## config.mk

```make
export PLATFORM = sky130hd
export DESIGN_NAME = sec_tag_policy
export DESIGN_NICKNAME = d
export VERILOG_FILES = /design/src/rtl/stp_pkg.sv /design/src/rtl/stp_classify.sv /design/src/rtl/stp_seq.sv /design/src/rtl/sec_tag_policy.sv
export SDC_FILE = /design/constraint.sdc
export NUM_CORES = 1
export LEC_CHECK = 0
export ABC_AREA = 1
export BUFFER_PORTS_ARGS = -buffer_cell sky130_fd_sc_hd__buf_2
export CAP_MARGIN = 20
export CORE_ASPECT_RATIO = 0.6
export CORE_UTILIZATION = 51
export DETAILED_ROUTE_END_ITERATION = 10
export PLACE_DENSITY = 0.77
export RECOVER_POWER = 50
export SYNTH_ARGS = -nofsm -noshare
export SYNTH_HDL_FRONTEND = slang
export SYNTH_SLANG_ARGS = --single-unit
```

## constraint.sdc

```tcl
create_clock -name clk -period 2 [get_ports clk]
set_input_delay 0.2 -clock clk [delete_from_list [all_inputs] [get_ports clk]]
set_output_delay 0.2 -clock clk [all_outputs]
set_load 0.05 [all_outputs]
```

## src/rtl/stp_pkg.sv

```systemverilog
package stp_pkg;

    localparam logic [2:0] K_IFETCH = 3'd0;
    localparam logic [2:0] K_LOAD   = 3'd1;
    localparam logic [2:0] K_STORE  = 3'd2;
    localparam logic [2:0] K_SLOAD  = 3'd3;
    localparam logic [2:0] K_SSTORE = 3'd4;

    localparam logic [1:0] M_NORMAL = 2'b00;
    localparam logic [1:0] M_ACTIVE = 2'b01;
    localparam logic [1:0] M_SUSP   = 2'b10;
    localparam logic [1:0] M_RSVD   = 2'b11;

    localparam logic [3:0] EXC_NONE      = 4'd0;
    localparam logic [3:0] EXC_ACCESS    = 4'd2;
    localparam logic [3:0] EXC_CODE      = 4'd4;
    localparam logic [3:0] EXC_DATA      = 4'd5;
    localparam logic [3:0] EXC_UNALIGNED = 4'd9;

    typedef enum logic [1:0] {
        FILL_NONE     = 2'd0,
        FILL_PLAIN    = 2'd1,
        FILL_VERIFIED = 2'd2
    } fill_e;

    typedef enum logic [1:0] {
        TAG_NONE      = 2'd0,
        TAG_SEC_INSTR = 2'd1,
        TAG_SEC_DATA  = 2'd2
    } tag_e;

    typedef enum logic [1:0] {
        S_IDLE,
        S_EVAL,
        S_WAIT_MAC,
        S_DONE
    } state_e;

    typedef struct packed {
        logic [2:0] kind;
        logic [1:0] mode;
        logic       hit;
        logic       sec;
        logic       instr;
        logic       dirty;
        logic       vmatch;
        logic       misal;
    } req_t;

    typedef struct packed {
        logic       evict;
        logic       wb;
        logic       enc;
        fill_e      fill;
        tag_e       target;
        logic [3:0] exc;
    } plan_t;

endpackage

```

## src/rtl/stp_classify.sv

```systemverilog
module stp_classify
    import stp_pkg::*;
#(
    parameter bit PHYS_TAGGED = 1'b1
) (
    input  req_t  rq,
    output plan_t pl
);

    logic vt_ok;

    generate
        if (PHYS_TAGGED) begin : g_phys
            assign vt_ok = rq.vmatch;
        end else begin : g_virt
            assign vt_ok = rq.vmatch | 1'b1;
        end
    endgenerate

    logic  secure_kind;
    logic  known_kind;
    logic  bad_mode;
    logic  good_hit;
    fill_e fill_kind;
    tag_e  want_tag;

    assign secure_kind = (rq.kind == K_SLOAD) || (rq.kind == K_SSTORE);
    assign known_kind  = (rq.kind <= K_SSTORE);
    assign bad_mode    = (rq.mode == M_RSVD) || (secure_kind && rq.mode != M_ACTIVE);

    always_comb begin
        if (rq.kind == K_IFETCH && rq.mode == M_ACTIVE) begin
            want_tag  = TAG_SEC_INSTR;
            fill_kind = FILL_VERIFIED;
            good_hit  = rq.sec & rq.instr & vt_ok;
        end else if (secure_kind) begin
            want_tag  = TAG_SEC_DATA;
            fill_kind = FILL_VERIFIED;
            good_hit  = rq.sec & ~rq.instr & vt_ok;
        end else begin
            want_tag  = TAG_NONE;
            fill_kind = FILL_PLAIN;
            good_hit  = ~rq.sec;
        end
    end

    always_comb begin
        pl = '0;
        if (!known_kind || bad_mode) begin
            pl.exc = EXC_ACCESS;
        end else if (rq.misal) begin
            pl.exc = EXC_UNALIGNED;
        end else if (!(rq.hit && good_hit)) begin
            pl.fill   = fill_kind;
            pl.target = want_tag;
            pl.evict  = rq.hit;
            pl.wb     = rq.hit & rq.dirty;
            pl.enc    = rq.hit & rq.dirty & rq.sec & ~rq.instr;
        end
    end

endmodule

```

## src/rtl/stp_seq.sv

```systemverilog
module stp_seq
    import stp_pkg::*;
(
    input  logic       clk,
    input  logic       rst_n,
    input  logic       req_valid,
    input  req_t       req_in,
    input  plan_t      pl,
    input  logic       mac_valid,
    input  logic       mac_ok,
    output req_t       cur,
    output logic       ready,
    output logic       mac_req,
    output logic       resp_valid,
    output logic       r_evict,
    output logic       r_wb,
    output logic       r_enc,
    output fill_e      r_fill,
    output logic       r_install,
    output tag_e       r_tag,
    output logic [3:0] r_exc
);

    state_e state, nxt;
    tag_e   r_target;

    always_comb begin
        nxt = state;
        unique case (state)
            S_IDLE:     if (req_valid) nxt = S_EVAL;
            S_EVAL:     nxt = (pl.exc == EXC_NONE && pl.fill == FILL_VERIFIED) ? S_WAIT_MAC : S_DONE;
            S_WAIT_MAC: if (mac_valid) nxt = S_DONE;
            S_DONE:     nxt = S_IDLE;
            default:    nxt = S_IDLE;
        endcase
    end

    always_ff @(posedge clk or negedge rst_n) begin
        if (!rst_n) state <= S_IDLE;
        else        state <= nxt;
    end

    always_ff @(posedge clk or negedge rst_n) begin
        if (!rst_n) begin
            cur       <= '0;
            r_evict   <= 1'b0;
            r_wb      <= 1'b0;
            r_enc     <= 1'b0;
            r_fill    <= FILL_NONE;
            r_install <= 1'b0;
            r_tag     <= TAG_NONE;
            r_target  <= TAG_NONE;
            r_exc     <= EXC_NONE;
        end else begin
            unique case (state)
                S_IDLE: if (req_valid) cur <= req_in;
                S_EVAL: begin
                    r_evict   <= pl.evict;
                    r_wb      <= pl.wb;
                    r_enc     <= pl.enc;
                    r_fill    <= pl.fill;
                    r_target  <= pl.target;
                    r_exc     <= pl.exc;
                    r_tag     <= TAG_NONE;
                    r_install <= (pl.exc == EXC_NONE) && (pl.fill == FILL_PLAIN);
                end
                S_WAIT_MAC: if (mac_valid) begin
                    r_install <= mac_ok;
                    r_tag     <= mac_ok ? r_target : TAG_NONE;
                    r_exc     <= mac_ok ? EXC_NONE
                               : ((r_target == TAG_SEC_INSTR) ? EXC_CODE : EXC_DATA);
                end
                S_DONE: ;
                default: ;
            endcase
        end
    end

    always_comb begin
        ready      = (state == S_IDLE);
        mac_req    = (state == S_WAIT_MAC);
        resp_valid = (state == S_DONE);
    end

endmodule

```

## src/rtl/sec_tag_policy.sv

```systemverilog
module sec_tag_policy
    import stp_pkg::*;
#(
    parameter int OFFSET_BITS = 3,
    parameter bit PHYS_TAGGED = 1'b1
) (
    input  logic                   clk,
    input  logic                   rst_n,
    input  logic                   req_valid,
    input  logic [2:0]             req_kind,
    input  logic [1:0]             cur_mode,
    input  logic                   line_hit,
    input  logic                   line_secure,
    input  logic                   line_is_instr,
    input  logic                   line_dirty,
    input  logic                   vtag_match,
    input  logic [OFFSET_BITS-1:0] req_offset,
    output logic                   ready,
    output logic                   mac_req,
    input  logic                   mac_valid,
    input  logic                   mac_ok,
    output logic                   resp_valid,
    output logic                   resp_evict,
    output logic                   resp_writeback,
    output logic                   resp_encrypt,
    output logic [1:0]             resp_fill,
    output logic                   resp_install,
    output logic [1:0]             resp_tag,
    output logic [3:0]             resp_exc
);

    req_t  req_in, cur;
    plan_t pl;
    fill_e fill_q;
    tag_e  tag_q;

    assign req_in = '{kind: req_kind, mode: cur_mode, hit: line_hit, sec: line_secure,
                      instr: line_is_instr, dirty: line_dirty, vmatch: vtag_match,
                      misal: |req_offset};

    stp_classify #(.PHYS_TAGGED(PHYS_TAGGED)) u_classify (
        .rq (cur),
        .pl (pl)
    );

    stp_seq u_seq (
        .clk        (clk),
        .rst_n      (rst_n),
        .req_valid  (req_valid),
        .req_in     (req_in),
        .pl         (pl),
        .mac_valid  (mac_valid),
        .mac_ok     (mac_ok),
        .cur        (cur),
        .ready      (ready),
        .mac_req    (mac_req),
        .resp_valid (resp_valid),
        .r_evict    (resp_evict),
        .r_wb       (resp_writeback),
        .r_enc      (resp_encrypt),
        .r_fill     (fill_q),
        .r_install  (resp_install),
        .r_tag      (tag_q),
        .r_exc      (resp_exc)
    );

    assign resp_fill = fill_q;
    assign resp_tag  = tag_q;

endmodule

```

==> results.py, run 1 <==
metrics = {
    "floorplanning": {
        "die_w_um": 66.71,
        "num_rows": 13,
        "io_pins": 33,
        "start_util_pct": 56.67,
        "die_h_um": 40.83,
        "core_area_um2": 2261,
        "die_area_um2": 2723,
    },
    "sta": {
        "period_share_pct": 81.47,
        "rsz0062_at_grt": "no",
        "worst_slack_ns": 0.3705,
        "skew_ns": 0.003551,
        "hold_viol_final": 0,
        "relSlewSlack_pct": 60.20,
        "finalSetupViolCount": 0,
        "final_max_slew_viol_count": 0,
        "whs_ns": 0.1259,
        "max_freq_mhz": 613.7,
        "layout_min_cycle_time_ns": 1.629,
        "fin_setup_tns_ns": 0,
        "tightest_slew_ns": 0.5996,
    },
    "synthesis": {
        "synth_edf_count": 0,
        "ys_ff_latch": 27,
        "synthDominantCellAreaShare_pct": 52.73,
        "async_flop_share_pct": 100.0,
        "synthTopCellsByCount": "60 x nand2_1, 27 x dfrtp_1, 16 x inv_1",
        "avgSynthCellArea_um2": 8.266,
        "synth_largest_area_cell": "dfrtp_1",
        "synth_most_common_cell": "nand2_1",
        "syn_inst": 155,
        "synth_area_leaders": "dfrtp_1 53%, nand2_1 18%, inv_1 4.7%, o21ai_0 4.3%, ha_1 3.9%",
        "syn_area_um2": 1281,
        "ys_warn_count": 0,
        "ys.flop_type": "dfrtp_1",
        "ys_types": 20,
        "ys_seq_area_share_pct": 52.73,
        "synth.net_count": 177,
    },
    "drt": {
        "drt_iter0_markers": 30,
        "drt_wl_total_um": 2522,
        "vias_per_cell": 4.869,
        "wl_per_cell_um": 11.41,
        "ant_nets": 0,
        "dr.pass1.iters": 4,
        "dr_total_vias": 1076,
        "remaining_drc_errors": 0,
    },
    "global_routing": {
        "track_usage_pct": 21.29,
        "first_global_vias": 936,
        "grt_max_degree": 28,
        "grt_overflow": 0,
        "grt_pass1_wl_um": 4160,
        "antenna_found_initial": 0,
    },
    "final_layout": {
        "drive_above_1_share_pct": 19.90,
        "area_growth_pct": 18.85,
        "nets": 214,
        "diodes": 0,
        "final_cells": 221,
        "fillers": 195,
    },
    "critical_path": {
        "worstSetupPathType": "reg -> reg",
        "cp.arrival_ns": 1.83,
        "critPathLaunchType": "flip-flop",
        "crit_required_ns": 2.21,
        "reg2regPathDepth": 9,
        "cp_max_fo": 8,
        "r2r-start": "u_seq.state[0]",
        "cp-end-kind": "flip-flop",
        "r2r_slack_ns": 0.37,
        "r2r_end": "u_seq.r_install",
    },
    "worst_hold_path": {
        "hp-class": "in -> reg",
        "whs_endpoint": "u_seq.cur[5]",
        "hold_depth": 3,
        "worstHoldStart": "line_hit",
    },
    "run_status": {
        "status": "finished, final reports clean",
    },
    "cts": {
        "cts-root-buf": "clkbuf_8",
        "clk_path_buf_depth": 2,
        "tritoncts": "yes",
        "h-tree-depth": 1,
        "cts_num_sinks": 27,
        "clk_pin_slew_ns": 0.08,
        "cts_buffers": 3,
        "clk_latency_ns": 0.26,
    },
    "place": {
        "dp_cells": 216,
        "finalWeightedCongestion": 0.8043,
        "hpwlAfterDp_um": 2004,
        "pre_cts_ws_ns": 0.4186,
        "portBuffers": 32,
    },
    "pwr": {
        "vdd_drop_max_uv": 985.9,
        "total_power_w": 0.002655,
        "p_leak_nw": 0.8226,
        "power.density_nw_per_um2": 1744,
    },
    "flow_run": {
        "maxCapViolCount": 0,
    },
}
-- cell type report --
cell class,instances,area (um2),area share (%)
inverter,16,60.06,3.944
multi-input combinational,110,535.5,35.17
sequential,27,675.6,44.37
clock buffer,4,45.04,2.958
tap,30,37.54,2.465
timing repair buffer,34,168.9,11.09
-- worst max path at each step --
stage	startpoint	end	slack, ns	depth (start not counted)
3_3_place_gp	u_seq.state[0]	u_seq.r_install	0.53	9
2_1_floorplan	u_seq.state[0]	u_seq.r_tag[0]	0.17	7
6_report	u_seq.state[0]	u_seq.r_install	0.37	9
5_1_grt	u_seq.state[0]	u_seq.r_install	0.22	9
3_5_place_dp	u_seq.state[0]	u_seq.r_install	0.42	9
4_1_cts	u_seq.state[0]	u_seq.r_install	0.39	9
-- cell usage in the layout (no fill, tap or decap), drive strengths merged --
master and count:
nand2 63, dfrtp 27, buf 26, inv 16
o21ai 16, nand3 12, clkbuf 11, nor2 8
ha 4, o22ai 2, nand4 1, nor3 1
o21a 1, a21oi 1, o31ai 1, dlygate4sd3 1
-- timing repair --
action | CTS | global route
setup buffers | 0 | 0
endpoints found under the hold margin | 27 | 0
hold buffers | 1 | 0
setup endpoints to repair | 0 | 0
resized for setup | 0 | 0
-- flip-flops by register name, indices dropped and copies added (netlist names) --
name	flops
u_seq.r_fill	2
u_seq.r_target	2
u_seq.r_exc	4
u_seq.r_wb	1
u_seq.state	2
u_seq.cur	11
u_seq.r_tag	2
u_seq.r_install	1
u_seq.r_enc	1
u_seq.r_evict	1
-- worst max-delay path: stages (launching register included) --
cell,delay [ns]
dfrtp_1,0.41
inv_1,0.08
ha_1,0.24
inv_1,0.18
nand2_1,0.07
o21ai_1,0.16
inv_1,0.18
nor2_1,0.12
nand2_1,0.06
nand2_1,0.06
-- metrics by stage --
stage	util, %	instance area, um2
finish	67.35	1523
global route	67.35	1523
CTS	67.74	1531
detailed placement	65.30	1476
global placement	65.30	1476
floorplan	-	1281
-- layer usage --
layer	vias to the layer above	wire, um	GRT usage, %
li1	564	-	-
met1	475	1322	31.89
met2	35	1038	32.58
met3	2	155	5.000
met4	0	6	1.596
met5	-	0	0
-- kinds of logic (layout without fill, tap and decap cells) --
kind of cell    after synthesis  after routing  synth area share (%)
simple gates                 85             85                 28.52
flops                        27             27                 52.73
fa+ha+maj                     4              4                 3.906
compound gates               21             21                 9.375
buf+inv                      18             54                 5.469
-- report_power, final --
group / switching [W] / total [W] / internal (W) / leakage (nW)
Clock: 0.000153 / 0.000295 / 0.000142 / 0.0228
Sequential: 0.000180 / 0.000946 / 0.000766 / 0.345
Combinational: 0.00103 / 0.00141 / 0.000386 / 0.455
Total: 0.00136 / 0.00266 / 0.00129 / 0.823
(Power assumes the default switching activity.)
==> run 2, diff against run 1 <==
--- a/config.mk
+++ b/config.mk
@@ -9,9 +9,9 @@
 export BUFFER_PORTS_ARGS = -buffer_cell sky130_fd_sc_hd__buf_2
 export CAP_MARGIN = 20
 export CORE_ASPECT_RATIO = 0.6
-export CORE_UTILIZATION = 51
+export CORE_UTILIZATION = 46
 export DETAILED_ROUTE_END_ITERATION = 10
-export PLACE_DENSITY = 0.77
+export PLACE_DENSITY = 0.74
 export RECOVER_POWER = 50
 export SYNTH_ARGS = -nofsm -noshare
 export SYNTH_HDL_FRONTEND = slang
==> constraint.sdc (replaced) <==
create_clock -name clk -period 1.4 [get_ports clk]
set_input_delay 0.14 -clock clk [delete_from_list [all_inputs] [get_ports clk]]
set_output_delay 0.14 -clock clk [all_outputs]
set_load 0.05 [all_outputs]
==> run 2 against run 1 <==
Net effect: the flow now finishes with violations (setup timing); utilization down 2.7 points; setup slack worse by 0.39 ns; first-iteration DRC count grew 150%; fmax rose by 15%; routed wire length up 7.0%; clock skew is 0.0041 ns higher; non-clock buffer count is 9 higher; sequential cell count unchanged; clock-buffer cell count shrank 1; critical path type unchanged; critical endpoint is now u_seq.state[0]; largest power group unchanged.
==> results.py, run 2 (synthesized netlist as in run 1, its figures left out) <==
metrics = {
    "run_status": {
        "status": "finished with violations",
        "violations": "setup timing",
    },
    "global_routing": {
        "grt_overflow": 0,
        "track_usage_pct": 19.12,
        "grt_pass1_wl_um": 4381,
        "antenna_found_initial": 0,
        "first_global_vias": 951,
        "grt_max_degree": 28,
    },
    "floorplanning": {
        "io_pins": 33,
        "core_area_um2": 2575,
        "die_area_um2": 3007,
        "die_w_um": 70.14,
        "start_util_pct": 49.76,
        "num_rows": 14,
        "die_h_um": 42.88,
    },
    "cts": {
        "cts_num_sinks": 27,
        "clk_path_buf_depth": 2,
        "cts_buffers": 3,
        "h-tree-depth": 1,
        "cts-root-buf": "clkbuf_8",
        "clk_pin_slew_ns": 0.09,
        "clk_latency_ns": 0.27,
        "tritoncts": "yes",
    },
    "drt": {
        "remaining_drc_errors": 0,
        "wl_per_cell_um": 11.58,
        "drt_iter0_markers": 74,
        "drt_wl_total_um": 2699,
        "ant_nets": 0,
        "dr_total_vias": 1113,
        "dr.pass1.iters": 4,
        "vias_per_cell": 4.777,
    },
    "final_layout": {
        "largest_register_ffs": 11,
        "drive_above_1_share_pct": 32.84,
        "final_cell_mix": "58 x nand2_1, 27 x buf_2, 27 x dfrtp_1",
        "area_growth_pct": 29.88,
        "diodes": 0,
        "largest_registers": "u_seq.cur: 11 flops, u_seq.r_exc: 4 flops",
        "largest_register": "u_seq.cur",
        "final_common_cell": "nand2_1",
        "nets": 224,
        "multi_input_area_um2": 586.8,
        "regArea_um2": 675.6,
        "final_core_util_pct": 64.63,
        "fillers": 232,
    },
    "flow_run": {
        "maxCapViolCount": 0,
    },
    "pwr": {
        "p_leak_nw": 0.8778,
        "total_power_w": 0.004223,
        "vdd_drop_max_uv": 970.6,
        "power.density_nw_per_um2": 2538,
    },
    "critical_path": {
        "critPathLaunchType": "flip-flop",
        "cp_max_fo": 3,
        "crit_required_ns": 1.56,
        "worstSetupPathType": "reg -> reg",
        "startpoint": "u_seq.cur[10]",
        "endpoint": "u_seq.state[0]",
        "r2r_slack_ns": -0.02,
        "r2r-start": "u_seq.cur[10]",
        "reg2regPathDepth": 11,
        "cp-end-kind": "flip-flop",
        "r2r_end": "u_seq.state[0]",
        "cp.arrival_ns": 1.58,
    },
    "sta": {
        "tightest_slew_ns": 0.6404,
        "finalSetupViolCount": 3,
        "worst_slack_ns": -0.01569,
        "layout_min_cycle_time_ns": 1.416,
        "period_share_pct": 101.1,
        "skew_ns": 0.007606,
        "max_freq_mhz": 706.4,
        "final_max_slew_viol_count": 0,
        "rsz0062_at_grt": "yes",
        "hold_viol_final": 0,
        "relSlewSlack_pct": 57.31,
    },
    "place": {
        "finalWeightedCongestion": 0.8513,
        "hpwlAfterDp_um": 2014,
        "portBuffers": 32,
    },
    "worst_hold_path": {
        "hp-class": "in -> reg",
    },
}
==> run 2: cell count changes in the layout (fill, tap and decap cells not counted), sizes merged <==
cell	previous run	this run
clkinvlp	0	2
buf	26	37
clkbuf	11	8
inv	16	15
clkinv	0	1
==> run 2: worst min path at each step <==
stage	from	endpoint	slack (ns)	depth (start not counted)
3_3_place_gp	rst_n	u_seq.r_tag[0]	0.17	1
5_1_grt	line_dirty	u_seq.cur[2]	0.07	3
6_report	cur_mode[0]	u_seq.cur[6]	0.06	3
2_1_floorplan	rst_n	u_seq.cur[0]	-0.16	0
3_5_place_dp	rst_n	u_seq.r_tag[1]	0.18	1
4_1_cts	cur_mode[0]	u_seq.cur[6]	0.06	3
==> run 2: repair_timing <==
item / in CTS / in global routing
hold endpoints to repair: 27 / 0
gates resized for setup: 1 / 10
hold buffers: 1 / 0
buffers inserted: 1 / 5
pin swaps: 0 / 3
setup endpoints to repair: 2 / 15
cloned: 0 / 1
==> run 2: cell type report <==
cell class / instances / share of cell area [%]
sequential: 27 / 40.60
multi-input combinational: 110 / 35.26
timing repair buffer: 43 / 14.66
inverter: 16 / 3.835
clock buffer: 3 / 2.481
tap: 32 / 2.406
timing repair inverter: 1 / 0.4511
clock inverter: 1 / 0.3008
==> run 2: worst max-delay path, cell delays in order (launching register included) <==
cell and delay [ns]:
dfrtp_1 0.40, buf_4 0.14, nor2_2 0.15, nand3_1 0.09, nand2_1 0.06, inv_1 0.05
nand3_2 0.08, nand3_1 0.08, nand2_1 0.10, nand2_1 0.05, nand2_1 0.05, nand2_1 0.05
==> run 2: where the power goes <==
group	leakage (nW)	switching [W]	internal, W
logic	0.507	0.00163	0.000822
registers	0.345	0.000242	0.00109
clock network	0.0255	0.000234	0.000199
==> run 2: per-stage QoR <==
| stage | std cells | cell area (um2) | TNS (ns) | setup slack [ns] | hold WS [ns] |
|---|---|---|---|---|---|
| after floorplan | 155 | 1313 | 0 | 0.007702 | -0.1556 |
| after CTS | 227 | 1597 | 0 | 0.005438 | 0.05623 |
| after global routing | 233 | 1664 | -0.4072 | -0.1065 | 0.07065 |
| after detailed placement | 221 | 1533 | 0 | 0.005583 | 0.1782 |
| final | 233 | 1664 | -0.03509 | -0.01569 | 0.05882 |
| after global placement | 221 | 1533 | 0 | 0.04857 | 0.1729 |
==> run 2: per-layer routing <==
layer  track usage, %  share of wire, %
met5                0                 0
met1            28.55                53
met3            5.701               3.9
met4            2.400              0.52
met2            28.27                43
